==> src/rtl/irqc_pkg.sv <==
package irqc_pkg;

  localparam int unsigned ALIGN_BITS = 4;

  localparam int unsigned OFF_EOI    = 32'h0B0;
  localparam int unsigned OFF_SPUR   = 32'h0F0;
  localparam int unsigned OFF_CMD_LO = 32'h300;
  localparam int unsigned OFF_CMD_HI = 32'h310;

  localparam int unsigned SPUR_EN_BIT   = 8;
  localparam int unsigned SPUR_SUPP_BIT = 12;

  typedef enum logic [2:0] {
    SEL_NONE,
    SEL_EOI,
    SEL_SPUR,
    SEL_CMD_LO,
    SEL_CMD_HI
  } reg_sel_e;

endpackage

==> src/rtl/irqc_decode.sv <==
module irqc_decode
  import irqc_pkg::*;
#(
  parameter int unsigned ADDR_W = 12
) (
  input  logic [ADDR_W-1:0] addr,
  output reg_sel_e          sel
);

  logic aligned;
  assign aligned = (addr[ALIGN_BITS-1:0] == '0);

  always_comb begin
    sel = SEL_NONE;
    if (aligned) begin
      if      (addr == ADDR_W'(OFF_EOI))    sel = SEL_EOI;
      else if (addr == ADDR_W'(OFF_SPUR))   sel = SEL_SPUR;
      else if (addr == ADDR_W'(OFF_CMD_LO)) sel = SEL_CMD_LO;
      else if (addr == ADDR_W'(OFF_CMD_HI)) sel = SEL_CMD_HI;
    end
  end

endmodule

==> src/rtl/irqc_spur_reg.sv <==
module irqc_spur_reg #(
  parameter int unsigned      DW       = 32,
  parameter logic [DW-1:0]    KEEP     = 32'h0000_11FF,
  parameter logic [DW-1:0]    RST_VAL  = 32'h0000_00FF
) (
  input  logic          clk,
  input  logic          rst,
  input  logic          we,
  input  logic [DW-1:0] wdata,
  output logic [DW-1:0] value
);

  logic [DW-1:0] q;

  always_ff @(posedge clk) begin
    if (rst)     q <= RST_VAL & KEEP;
    else if (we) q <= wdata & KEEP;
  end

  assign value = q;


  spur_hold_chk: assert property (@(posedge clk) disable iff (rst)
    !we |=> $stable(q));


  spur_reserved_chk: assert property (@(posedge clk) disable iff (rst)
    we |=> ((q & ~KEEP) == '0));

endmodule

==> src/rtl/irqc_cmd_reg.sv <==
module irqc_cmd_reg #(
  parameter int unsigned DW       = 32,
  parameter int unsigned DEST_LSB = 24,
  parameter int unsigned DEST_W   = 4
) (
  input  logic            clk,
  input  logic            rst,
  input  logic            we_lo,
  input  logic            we_hi,
  input  logic            enable,
  input  logic [DW-1:0]   wdata,
  output logic [DW-1:0]   lo,
  output logic [DW-1:0]   hi,
  output logic            req,
  output logic [2*DW-1:0] cmd,
  output logic [DEST_W-1:0] dest
);

  localparam int unsigned CMD_W = 2 * DW;

  logic [DW-1:0]    lo_q, hi_q;
  logic             req_q;
  logic [CMD_W-1:0] cmd_q;

  always_ff @(posedge clk) begin
    if (rst) begin
      lo_q  <= '0;
      hi_q  <= '0;
      req_q <= 1'b0;
      cmd_q <= '0;
    end else begin
      req_q <= we_lo && enable;
      if (we_hi) hi_q <= wdata;
      if (we_lo) begin
        lo_q <= wdata;
        if (enable) cmd_q <= {hi_q, wdata};
      end
    end
  end

  assign lo   = lo_q;
  assign hi   = hi_q;
  assign req  = req_q;
  assign cmd  = cmd_q;
  assign dest = cmd_q[DW+DEST_LSB +: DEST_W];


  hi_no_launch_chk: assert property (@(posedge clk) disable iff (rst)
    (we_hi && !we_lo) |=> !req_q);


  off_no_launch_chk: assert property (@(posedge clk) disable iff (rst)
    !enable |=> !req_q);


  launch_chk: assert property (@(posedge clk) disable iff (rst)
    (we_lo && enable) |=> (req_q && cmd_q[DW-1:0] == $past(wdata)
                           && cmd_q[CMD_W-1:DW] == $past(hi_q)));

endmodule

==> src/rtl/irqc_csr_front.sv <==
module irqc_csr_front
  import irqc_pkg::*;
#(
  parameter int unsigned ADDR_W   = 12,
  parameter int unsigned DW       = 32,
  parameter int unsigned VEC_W    = 8,
  parameter int unsigned DEST_LSB = 24,
  parameter int unsigned DEST_W   = 4,
  parameter logic [31:0] SPUR_RST = 32'h0000_00FF
) (
  input  logic              clk,
  input  logic              rst,
  input  logic [ADDR_W-1:0] bus_addr,
  input  logic              bus_wr,
  input  logic              bus_rd,
  input  logic [DW-1:0]     bus_wdata,
  output logic [DW-1:0]     bus_rdata,
  output logic              eoi_pulse,
  output logic              fault_pulse,
  output logic              ctrl_en,
  output logic [VEC_W-1:0]  spur_vec,
  output logic              eoi_bcast_off,
  output logic              ipi_req,
  output logic [2*DW-1:0]   ipi_cmd,
  output logic [DEST_W-1:0] ipi_dest
);

  localparam logic [DW-1:0] VEC_MASK  = DW'((64'd1 << VEC_W) - 64'd1);
  localparam logic [DW-1:0] SPUR_KEEP = VEC_MASK
                                      | (DW'(1) << SPUR_EN_BIT)
                                      | (DW'(1) << SPUR_SUPP_BIT);

  reg_sel_e      sel;
  logic          wr_eoi, wr_spur, wr_lo, wr_hi;
  logic [DW-1:0] spur_q, cmd_lo, cmd_hi;
  logic [DW-1:0] rd_val;
  logic [DW-1:0] rdata_q;
  logic          eoi_q, fault_q;

  irqc_decode #(.ADDR_W(ADDR_W)) u_decode (
    .addr (bus_addr),
    .sel  (sel)
  );

  assign wr_eoi  = bus_wr && (sel == SEL_EOI);
  assign wr_spur = bus_wr && (sel == SEL_SPUR);
  assign wr_lo   = bus_wr && (sel == SEL_CMD_LO);
  assign wr_hi   = bus_wr && (sel == SEL_CMD_HI);

  irqc_spur_reg #(
    .DW      (DW),
    .KEEP    (SPUR_KEEP),
    .RST_VAL (DW'(SPUR_RST))
  ) u_spur (
    .clk   (clk),
    .rst   (rst),
    .we    (wr_spur),
    .wdata (bus_wdata),
    .value (spur_q)
  );

  assign ctrl_en       = spur_q[SPUR_EN_BIT];
  assign eoi_bcast_off = spur_q[SPUR_SUPP_BIT];
  assign spur_vec      = spur_q[VEC_W-1:0];

  irqc_cmd_reg #(
    .DW       (DW),
    .DEST_LSB (DEST_LSB),
    .DEST_W   (DEST_W)
  ) u_cmd (
    .clk    (clk),
    .rst    (rst),
    .we_lo  (wr_lo),
    .we_hi  (wr_hi),
    .enable (ctrl_en),
    .wdata  (bus_wdata),
    .lo     (cmd_lo),
    .hi     (cmd_hi),
    .req    (ipi_req),
    .cmd    (ipi_cmd),
    .dest   (ipi_dest)
  );

  // end-of-interrupt acknowledge and fault
  always_ff @(posedge clk) begin
    if (rst) begin
      eoi_q   <= 1'b0;
      fault_q <= 1'b0;
    end else begin
      eoi_q   <= wr_eoi && (bus_wdata == '0);
      fault_q <= wr_eoi && (bus_wdata != '0);
    end
  end

  assign eoi_pulse   = eoi_q;
  assign fault_pulse = fault_q;

  // registered read path
  always_comb begin
    case (sel)
      SEL_SPUR:   rd_val = spur_q;
      SEL_CMD_LO: rd_val = cmd_lo;
      SEL_CMD_HI: rd_val = cmd_hi;
      default:    rd_val = '0;
    endcase
  end

  always_ff @(posedge clk) begin
    if (rst)         rdata_q <= '0;
    else if (bus_rd) rdata_q <= rd_val;
    else             rdata_q <= '0;
  end

  assign bus_rdata = rdata_q;


  eoi_fault_excl_chk: assert property (@(posedge clk) disable iff (rst)
    !(eoi_pulse && fault_pulse));


  fault_raise_chk: assert property (@(posedge clk) disable iff (rst)
    (bus_wr && bus_addr == ADDR_W'(OFF_EOI) && bus_wdata != '0) |=> fault_pulse);


  rdata_idle_chk: assert property (@(posedge clk) disable iff (rst)
    !bus_rd |=> (bus_rdata == '0));


  unmapped_quiet_chk: assert property (@(posedge clk) disable iff (rst)
    (bus_wr && bus_addr[ALIGN_BITS-1:0] != '0)
      |=> (!eoi_pulse && !fault_pulse && !ipi_req
           && $stable(spur_q) && $stable(cmd_lo) && $stable(cmd_hi)));

endmodule

==> config.mk <==
export PLATFORM = sky130hd
export DESIGN_NAME = irqc_csr_front
export DESIGN_NICKNAME = d
export VERILOG_FILES = /design/src/rtl/irqc_pkg.sv /design/src/rtl/irqc_decode.sv /design/src/rtl/irqc_spur_reg.sv /design/src/rtl/irqc_cmd_reg.sv /design/src/rtl/irqc_csr_front.sv
export SDC_FILE = /design/constraint.sdc
export NUM_CORES = 1
export LEC_CHECK = 0
export BUFFER_PORTS_ARGS = -buffer_cell sky130_fd_sc_hd__buf_2
export CORE_ASPECT_RATIO = 0.75
export CORE_UTILIZATION = 35
export DETAILED_ROUTE_END_ITERATION = 8
export GPL_ROUTABILITY_DRIVEN = 0
export GPL_TIMING_DRIVEN = 0
export HOLD_SLACK_MARGIN = 0.12
export MAX_ROUTING_LAYER = met4
export SYNTH_ARGS = -nofsm -noshare
export SYNTH_HDL_FRONTEND = slang
export SYNTH_SLANG_ARGS = --single-unit
==> constraint.sdc <==
create_clock -name clk -period 2.25 [get_ports clk]
set_input_delay 0.225 -clock clk [delete_from_list [all_inputs] [get_ports clk]]
set_output_delay 0.225 -clock clk [all_outputs]
set_load 0.03 [all_outputs]
==> results of run 1 <==
-- critical path, cell delays in order --
cell and delay, ns:
clkbuf_1 0.37, clkbuf_1 0.62, buf_1 0.64, mux2i_1 0.35, nor2_1 0.06
-- layout make-up --
class                      instances  area (um2)  area share
multi-input combinational        520        2670       0.314
clock inverter                     7         103      0.0121
inverter                           1        3.75    0.000442
sequential                       173        3460       0.408
timing repair buffer             191        1120       0.132
tap                              242         303      0.0356
clock buffer                      24         492      0.0579
buffer                            57         342      0.0402
-- final timing paths --
kind	from	slack (ns)	depth (start not counted)	endpoint
max reg2reg	u_spur.value[8]$_SDFFE_PP0P_	0.50	5	u_cmd.cmd[20]$_SDFFE_PP0P_
max	bus_addr[4]	0.28	5	bus_rdata[21]$_SDFF_PP0_
min reg2reg	u_cmd.cmd[60]$_SDFFE_PP0P_	0.45	2	u_cmd.cmd[60]$_SDFFE_PP0P_
min	bus_wr	0.23	4	fault_pulse$_SDFF_PP0_
-- sequential cells by signal, indices dropped and copies added (netlist names) --
signal	count
bus_rdata	32
u_spur.value	10
u_cmd.req	1
u_cmd.hi	32
u_cmd.cmd	64
eoi_pulse	1
u_cmd.lo	32
fault_pulse	1
-- placed cells by master, fill, tap and decap left out, types with 9 or more instances in the layout --
cell type | netlist | final
a21oi_1 | 106 | 106
a21oi_2 | 22 | 22
a22oi_1 | 10 | 10
buf_2 | 15 | 173
buf_6 | 12 | 12
clkbuf_1 | 23 | 26
clkbuf_16 | 0 | 17
dfxtp_1 | 173 | 173
dlygate4sd3_1 | 0 | 33
mux2_2 | 10 | 10
mux2i_1 | 32 | 32
nand2_1 | 264 | 264
nand2b_1 | 9 | 9
nor2_1 | 38 | 38
nor4_1 | 10 | 10
-- synthesized netlist by cell type, drive strengths merged --
cell type | number | share of area
nand3b | 2 | 0.0023
mux2i | 32 | 0.049
nor3b | 1 | 0.0012
nor2 | 38 | 0.022
dfxtp | 173 | 0.53
a21oi | 128 | 0.11
clkbuf | 23 | 0.013
nand2 | 264 | 0.15
nand2b | 9 | 0.0087
or4 | 4 | 0.0046
nor3 | 2 | 0.0023
nor2b | 1 | 0.00097
mux2 | 10 | 0.017
nor4b | 1 | 0.0014
buf | 34 | 0.039
a22oi | 10 | 0.012
or3b | 1 | 0.0014
inv | 1 | 0.00058
o21ai | 1 | 0.00077
or4b | 2 | 0.0037
nor4 | 14 | 0.020
-- routing by layer --
layer	up-vias	track usage	wire (um)
met5	-	-	0
met2	175	0.308	8230
li1	2889	-	-
met3	20	0.0550	1060
met1	2675	0.297	9600
met4	0	0.0559	224
-- power breakdown --
part | switching [mW] | internal (mW) | leakage [nW]
clock network | 1.20 | 1.76 | 0.288
logic | 0.148 | 0.0972 | 1.61
registers | 0.0000914 | 3.06 | 1.39
total | 1.35 | 4.92 | 3.29
-- logic make-up (layout without fill, tap and decap cells) --
family	Yosys count	after routing	share of synthesized area
buf+inv	58	280	0.0533
compound gates	139	139	0.124
simple gates	339	339	0.221
mux	42	42	0.0668
flops	173	173	0.534
-- metrics by stage --
stage	hold slack (ns)	power, mW	setup WS (ns)
floorplan	0.358	3.21	0.257
finish	0.233	6.27	0.277
global placement	0.436	3.33	-0.176
CTS	0.217	6.32	0.296
global route	0.249	6.50	0.126
detailed placement	0.442	3.33	-0.162
-- repair_timing --
action / 4_1_cts / 5_1_grt
setup buffers: 0 / 0
hold buffers: 33 / 0
hold endpoints to repair: 100 / 0
==> summary.md, run 1 <==
| Metric | Value |
|---|---|
| Mapped Area | approximately 6500 um2 |
| DRT antenna net count | 0 |
| Largest vdd supply drop | about 0.41 mV |
| Routed WL | approximately 19000 um |
| Cell Pwr Density | about 740 nW/um2 |
| Total GRT Usage | 0.214 |
| Pin count of the biggest net entering global routing | 17 |
| Final nets | around 1000 |
| Final period utilization | 0.877 |
| Die footprint | 19100 um2 |
| CTS Buf Count | 17 |
| Clk sinks | ~170 |
| Post-DP HPWL | around 14000 um |
| Final Instance Area | between 8000 and 9000 um2 |
| Diode count | 0 |
| Max-cap violations | 0 |
| Filler Cell Count | 1779 |
| P_leak | about 3.3 nW |
| Core ar. | 17900 um2 |
| Port buffer count | 158 |
| Synth cell types | 29 |
| Yosys warning count | 0 |
| Type of the worst min-delay path | input port to flip-flop |
| # placed instances | around 1200 |
| Vias | ~5800 |
| Critical path arrival | 2.28 ns |
| Total grt overflow | 0 |
| Fin util | 0.476 |
| Status | complete, no violations |
| CTS root buf | clkbuf_16 |
| Least-Margin Pin Slew | approximately 0.84 ns |
| Fin cells | 1215 |
| CTS H-Tree Depth | 4 |
| Final Skew | between 0.007 and 0.008 ns |
| First-pass GRT wire length | approximately 30000 um |
| Synthesized flop and latch total | around 170 |
| Crit path kind | input port to flip-flop |
| CTS max path bufs | 2 |
| Horiz. Die Dim | 159 um |
| # IOs | approximately 160 |
| Vias in the first global route | between 5000 and 6000 |
| Required time worst endpoint | between 2 and 3 ns |
| Clk Latency, worst-skew pair | 0.43 ns |
| Sum Neg Setup Slack | 0 ns |
| P&R area growth vs syn | 31.1% |
| Resized Gates After CTS | 0 |
| Worst Path Max Fanout | 10 |
| DR pass1 iterations | 5 |
| Fmax | roughly 500 MHz |
| DRC Markers | 0 |
| Share of cells above drive strength 1 | 0.265 |
| Drt via density | around 4.7 |
| Drt wl/cell | between 15 and 20 um |
| CTS tree | done |
| Row cnt | 42 |
| Slew HR | 0.438 |
| RSZ-0062 raised after global routing | false |
| Max Slew Vio Count | 0 |
| Seq/Total Area, Yosys | 0.534 |
| Cell count after synthesis | approximately 750 |
| Initial antenna violation count | 0 |
| 1st-iter DRT viols | roughly 310 |
| Placed Area | between 7000 and 8000 um2 |
| CTS clk-pin slew, worst paths | ~0.070 ns |
| Post-synthesis area per instance | between 8 and 9 um2 |
| CP Launch Type | input port |
| Die Y-Extent | 120 um |
| Syn_nets | 799 |
| CP Capture Type | flip-flop |
| Final setup viols | 0 |
| Hold Violations, Final | 0 |
| Final min period | 1.97 ns |
| Initial core utilization | 0.363 |
Note: power is estimated with default switching activity, not from simulation.
==> inputs of run 2 (changes only) <==
CORE_UTILIZATION = 53   (was 35)
PLACE_DENSITY = 0.79   (was unset)
==> run 2 against run 1 <==
Against the previous run: worst hold slack worse by 0.090 ns; clock skew down 0.0012 ns; largest power group unchanged; worst setup slack got worse by 0.070 ns; first-iteration DRC count grew 39%; register-to-register slack about the same; sequential power hardly changed; clock power rose by 3%; design area fell by 1.2%; non-clock buffer count down 2.
==> summary.md, run 2 (same netlist as run 1, synthesis figures left out) <==
| Metric | Value |
|---|---|
| Status | complete, no violations |
| Die footprint | 12700 um2 (-34%) |
| Horiz. Die Dim | 130 um (-18%) |
| Core ar. | 11700 um2 (-34%) |
| CTS tree | done |
| CTS root buf | clkbuf_16 |
| Vias | 6004 (+4.3%) |
| Slew HR | 0.452 (+0.0147) |
| CP delay by family, top | simple AND/OR/NAND/NOR gates |
| Post-DP HPWL | 12200 um (-11%) |
| CTS max path bufs | 2 (unchanged) |
| Crit path kind | input port to flip-flop |
| Slowest stage delay, CP | 0.68 ns (+0.04 ns) |
| Sum Neg Setup Slack | 0 ns (unchanged) |
| Hold Violations, Final | 0 (unchanged) |
| P_leak | 3.28 nW (-0.55%) |
| Final setup viols | 0 (unchanged) |
| Initial antenna violation count | 0 (unchanged) |
| First-pass GRT wire length | 28900 um (-4.3%) |
| Resized Gates After CTS | 0 (unchanged) |
| Port buffer count | 158 (unchanged) |
| Post-Place Worst Slack | -0.134 ns (+0.0284 ns) |
| Total grt overflow | 0 (unchanged) |
| Fmax | 490 MHz (-3.4%) |
| CP Capture Type | flip-flop |
| Type of the worst min-delay path | input port to flip-flop |
| Drt via density | 5.29 (+12%) |
| Vias in the first global route | 5769 (+5.1%) |
| Clk sinks | 173 (unchanged) |
| # IOs | 161 (unchanged) |
| Final nets | 1007 (-0.20%) |
| Max-cap violations | 0 (unchanged) |
| Commonest non-fill, non-tap cell in the layout | nand2_1 |
| CTS Buf Count | 17 (unchanged) |
| Least-Margin Pin Slew | 0.821 ns (-0.0158 ns) |
| Setup bufs post-CTS | 0 (unchanged) |
| Max Slew Vio Count | 0 (unchanged) |
| Share of cells above drive strength 1 | 0.266 (+0.00130) |
| Final min period | 2.04 ns (+0.0700 ns) |
| Fin cells | 1134 (-6.7%) |
| Number of flip-flops in the largest register | 64 (unchanged) |
| CTS H-Tree Depth | 4 (unchanged) |
| # placed instances | 1071 (-7.0%) |
| CP Launch Type | input port |
| Max stage delay cell, worst path | nor4_2 |
| P&R area growth vs syn | 29.6% |
| WP buf/inv | 3 (unchanged) |
| CTS clk-pin slew, worst paths | 0.06 ns (about the same) |
| CP Cell Sequence | buf_2, or4_1, buf_4, nor4_2, buf_2, nand2_1, a21oi_1 |
| Cell Pwr Density | 756 nW/um2 (+2.5%) |
| RSZ-0062 raised after global routing | false |
| Largest vdd supply drop | 0.545 mV (+33%) |
| Final Skew | 0.00601 ns (-0.00116 ns) |
| Routed WL | 18300 um (-4.0%) |
| Cell mode on critical path | buf_2 |
| Initial core utilization | 0.552 (+0.189) |
| Clk Latency, worst-skew pair | 0.42 ns (about the same) |
| DR pass1 iterations | 5 (unchanged) |
| Worst Path Max Fanout | 10 (unchanged) |
| DRT antenna net count | 0 (unchanged) |
| Row cnt | 34 (-19%) |
| Diode count | 0 (unchanged) |
| Die Y-Extent | 97.8 um (-18%) |
| Critical path arrival | 2.39 ns (+0.11 ns) |
| Drt wl/cell | 16.2 um (+2.8%) |
| DRC Markers | 0 (unchanged) |
| 1st-iter DRT viols | 423 (+39%) |
| Final period utilization | 0.908 (+0.0311) |
| Required time worst endpoint | 2.60 ns (+0.04 ns) |
| Total GRT Usage | 0.305 (+0.0908) |
| Most frequent cells in the layout | nand2_1 (264), buf_2 (173), dfxtp_1 (173), a21oi_1 (106), nor2_1 (38) |
| Setup slack after layout | 0.207 ns (-0.0700 ns) |
| Pin count of the biggest net entering global routing | 17 (unchanged) |
[run 2: cell count changes in the layout (fill, tap and decap cells not counted)]
| cell | delta |
|---|---|
| clkinv_4 | -2 |
| clkinvlp_4 | +5 |
| inv_6 | -2 |
| dlygate4sd3_1 | -2 |
| bufinv_16 | +1 |
| clkbuf_8 | -1 |
[run 2: what timing repair did]
item,CTS,global route
hold buffers,31,0
endpoints found under the setup margin,0,0
endpoints found under the hold margin,91,0
[run 2: layout make-up]
class / count / area, um2
buffer: 57 / 342
clock buffer: 23 / 478
clock inverter: 9 / 135
fill: 895 / 3340
inverter: 1 / 3.75
multi-input combinational: 520 / 2670
sequential: 173 / 3460
tap: 162 / 203
timing repair buffer: 189 / 1100
[run 2: report_power, final]
part / internal (mW) / switching, mW / total [mW]
logic: 0.0949 / 0.144 / 0.239
clock network: 1.84 / 1.21 / 3.04
registers: 3.06 / 0.0000951 / 3.06
[run 2: worst min-delay path: stages]
cell and delay [ns]:
buf_2 0.16, nand2_1 0.07, a21oi_1 0.05
[run 2: worst paths after layout]
| path | slack, ns | to | start | cells past startpoint |
|---|---|---|---|---|
| hold / removal | 0.14 | u_cmd.cmd[4]$_SDFFE_PP0P_ | bus_wdata[4] | 3 |
| setup reg to reg | 0.51 | u_cmd.cmd[45]$_SDFFE_PP0P_ | u_spur.value[8]$_SDFFE_PP0P_ | 5 |
| setup / recovery | 0.21 | u_cmd.hi[4]$_SDFFE_PP0P_ | bus_addr[3] | 7 |
| hold reg to reg | 0.45 | u_cmd.cmd[1]$_SDFFE_PP0P_ | u_cmd.cmd[1]$_SDFFE_PP0P_ | 2 |
[run 2: routing by layer]
metal,wire length (um),vias up,GRT usage
li1,-,2888,-
met1,8070,2821,0.401
met2,8430,265,0.460
met3,1580,30,0.0751
met4,263,0,0.0966
met5,0,-,-
[run 2: per-stage QoR]
stage               hold WS [ns]  utilization  area, um2  total power, mW
floorplan                  0.358            -       6480             3.21
global placement           0.436        0.637       7470             3.32
detailed placement         0.441        0.637       7470             3.32
CTS                        0.129        0.715       8400             6.34
global route               0.130        0.715       8400             6.52
finish                     0.143        0.715       8400             6.35
==> inputs of run 3 (changes only) <==
CORE_UTILIZATION = 55   (was 53)
PLACE_DENSITY = 0.82   (was 0.79)
clock period = 2.5 ns   (was 2.25 ns; I/O delays follow)
==> run 3 against run 2 <==
Against the previous run: critical endpoint is now u_cmd.cmd[45]$_SDFFE_PP0P_; utilization rose by 2.4 points; combinational power fell by 16%; global-route usage rose by 0.85 points; sequential share of layout area rose by 0.64 points; register-to-register slack improved by 0.23 ns; largest cell class unchanged.
==> summary.md, run 3 (same netlist as run 1, synthesis figures left out) <==
| Metric | Value |
|---|---|
| Port buffer count | 158 (unchanged) |
| Post-DP HPWL | 12300 um (+0.41%) |
| Post-Place Worst Slack | 0.145 ns (+0.279 ns) |
| Commonest non-fill, non-tap cell in the layout | nand2_1 |
| Final min period | around 2.0 ns |
| CTS H-Tree Depth | 4 (unchanged) |
| Hold Crit Depth | 3 (unchanged) |
| 1st-iter DRT viols | 478 (+13%) |
| Row cnt | 33 (-2.9%) |
| Sequential Power Share | 0.475 (-0.008) |
| Horiz. Die Dim | 127 um (-1.8%) |
| P&R area growth vs syn | 27.6% |
| Die footprint | 12200 um2 (-3.6%) |
| # placed instances | 1066 (-0.47%) |
| Least-Margin Pin Slew | 0.883 ns (+0.0616 ns) |
| CP Capture Type | flip-flop |
| Share of cells above drive strength 1 | 0.270 (+0.00398) |
| Critical path arrival | 2.33 ns (-0.06 ns) |
| Cell Pwr Density | 701 nW/um2 (-7.2%) |
| Pin count of the biggest net entering global routing | 17 (unchanged) |
| Combinational Power Share | 0.035 (-0.003) |
| Hold Violations, Final | 0 (unchanged) |
| Slew HR | 0.411 (-0.0411) |
| Vias | 5992 (-0.20%) |
| Number of flip-flops in the largest register | 64 (unchanged) |
| RSZ-0062 raised after global routing | false |
| Drt via density | 5.39 (+1.9%) |
| Max-cap violations | 0 (unchanged) |
| Switching Fraction | 0.198 (-0.0152) |
| Routed WL | 18300 um (-0.26%) |
| DRC Markers | 0 (unchanged) |
| Total grt overflow | 0 (unchanged) |
| Vias in the first global route | 5422 (-6.0%) |
| Worst Path Max Fanout | 10 (unchanged) |
| Setup bufs post-CTS | 0 (unchanged) |
| Initial core utilization | 0.579 (+0.0272) |
| Clk Latency, worst-skew pair | 0.42 ns (about the same) |
| First-pass GRT wire length | 28000 um (-3.3%) |
| DRT antenna net count | 0 (unchanged) |
| Pwr Total | 5.80 mW (-8.6%) |
| Fmax | slightly above 500 MHz |
| Drt wl/cell | 16.5 um (+1.8%) |
| Most frequent cells in the layout | nand2_1 (264), buf_2 (173), dfxtp_1 (173), a21oi_1 (106), nor2_1 (38) |
| Largest vdd supply drop | 0.568 mV (+4.1%) |
| Die Y-Extent | 96 um (-1.8%) |
| Final period utilization | 0.795 |
| Clock share of power | 0.490 (+0.010) |
| P_leak | 3.25 nW (-0.70%) |
| Status | complete, no violations |
| Initial antenna violation count | 0 (unchanged) |
| Internal power | 4.65 mW (-6.8%) |
| Final nets | 993 (-1.4%) |
| Final Instance Area | 8270 um2 (-1.5%) |
| Core ar. | 11200 um2 (-4.7%) |
| Final Skew | 0.00807 ns (+0.00206 ns) |
| Type of the worst min-delay path | input port to flip-flop |
| CTS max path bufs | 2 (unchanged) |
| Diode count | 0 (unchanged) |
| Final setup viols | 0 (unchanged) |
| Clk sinks | 173 (unchanged) |
| Worst r2r path cells | 5 (unchanged) |
| CTS clk-pin slew, worst paths | 0.06 ns (about the same) |
| CTS tree | done |
| Psw | 1.15 mW (-15%) |
| CP Launch Type | input port |
| DR pass1 iterations | 5 (unchanged) |
| Required time worst endpoint | 2.84 ns (+0.24 ns) |
| Crit path kind | input port to flip-flop |
| Max Slew Vio Count | 0 (unchanged) |
| Placed Area | 7470 um2 (about the same) |
| Total GRT Usage | 0.313 (+0.00849) |
| Fin cells | 1111 (-2.0%) |
| Fin util | 0.739 (+0.0239) |
| # IOs | 161 (unchanged) |
| CTS root buf | clkbuf_16 |
| CTS Buf Count | 17 (unchanged) |
| Sum Neg Setup Slack | 0 ns (unchanged) |
| Setup slack after layout | 0.512 ns (+0.305 ns) |
| Resized Gates After CTS | 0 (unchanged) |
| Hold Slack | 0.126 ns (-0.0169 ns) |
-- run 3: changes by cell type in the layout (fill, tap and decap cells not counted), sizes merged --
cell,delta
bufinv,+2
dlygate4sd3,-14
clkinv,+3
clkbuf,-3
clkinvlp,-6
-- run 3: layer usage --
layer,track usage,wire [um],share of wire,vias up
met4,0.0893,210,0.011,0
met1,0.418,8330,0.45,2830
met2,0.467,8170,0.45,281
met5,-,0,0,-
met3,0.0839,1590,0.087,22
li1,-,-,-,2859
-- run 3: power by group through the flow --
stage	Sequential (mW)	Clock (mW)	Combinational [mW]
6_report	2.76	2.84	0.200
5_1_grt	2.75	2.98	0.209
4_1_cts	2.76	2.84	0.189
3_5_place_dp	2.82	0	0.172
3_3_place_gp	2.82	0	0.172
2_1_floorplan	2.82	0	0.0739
-- run 3: area by class of cell --
type                       count  area, um2
multi-input combinational    520       2670
tap                          157        196
buffer                        57        342
clock buffer                  20        467
clock inverter                 8        165
inverter                       1       3.75
fill                         855       2920
sequential                   173       3460
timing repair buffer         175        961
-- run 3: worst paths after layout --
| check | start | endpoint | slack, ns |
|---|---|---|---|
| min reg2reg | u_cmd.cmd[50]$_SDFFE_PP0P_ | u_cmd.cmd[50]$_SDFFE_PP0P_ | 0.45 |
| max reg2reg | u_spur.value[8]$_SDFFE_PP0P_ | u_cmd.cmd[45]$_SDFFE_PP0P_ | 0.74 |
| max | bus_addr[3] | u_cmd.cmd[45]$_SDFFE_PP0P_ | 0.51 |
| min | bus_wdata[23] | u_cmd.hi[23]$_SDFFE_PP0P_ | 0.13 |
-- run 3: timing repair --
item | in CTS | in global routing
endpoints found under the hold margin | 22 | 4
hold buffers | 13 | 4
endpoints found under the setup margin | 0 | 0
-- run 3: critical path: stages --
cell and delay (ns):
buf_2 0.09, or4_1 0.57, buf_4 0.22, nor4_4 0.71, buf_6 0.25, nand2_1 0.08
a21oi_1 0.16
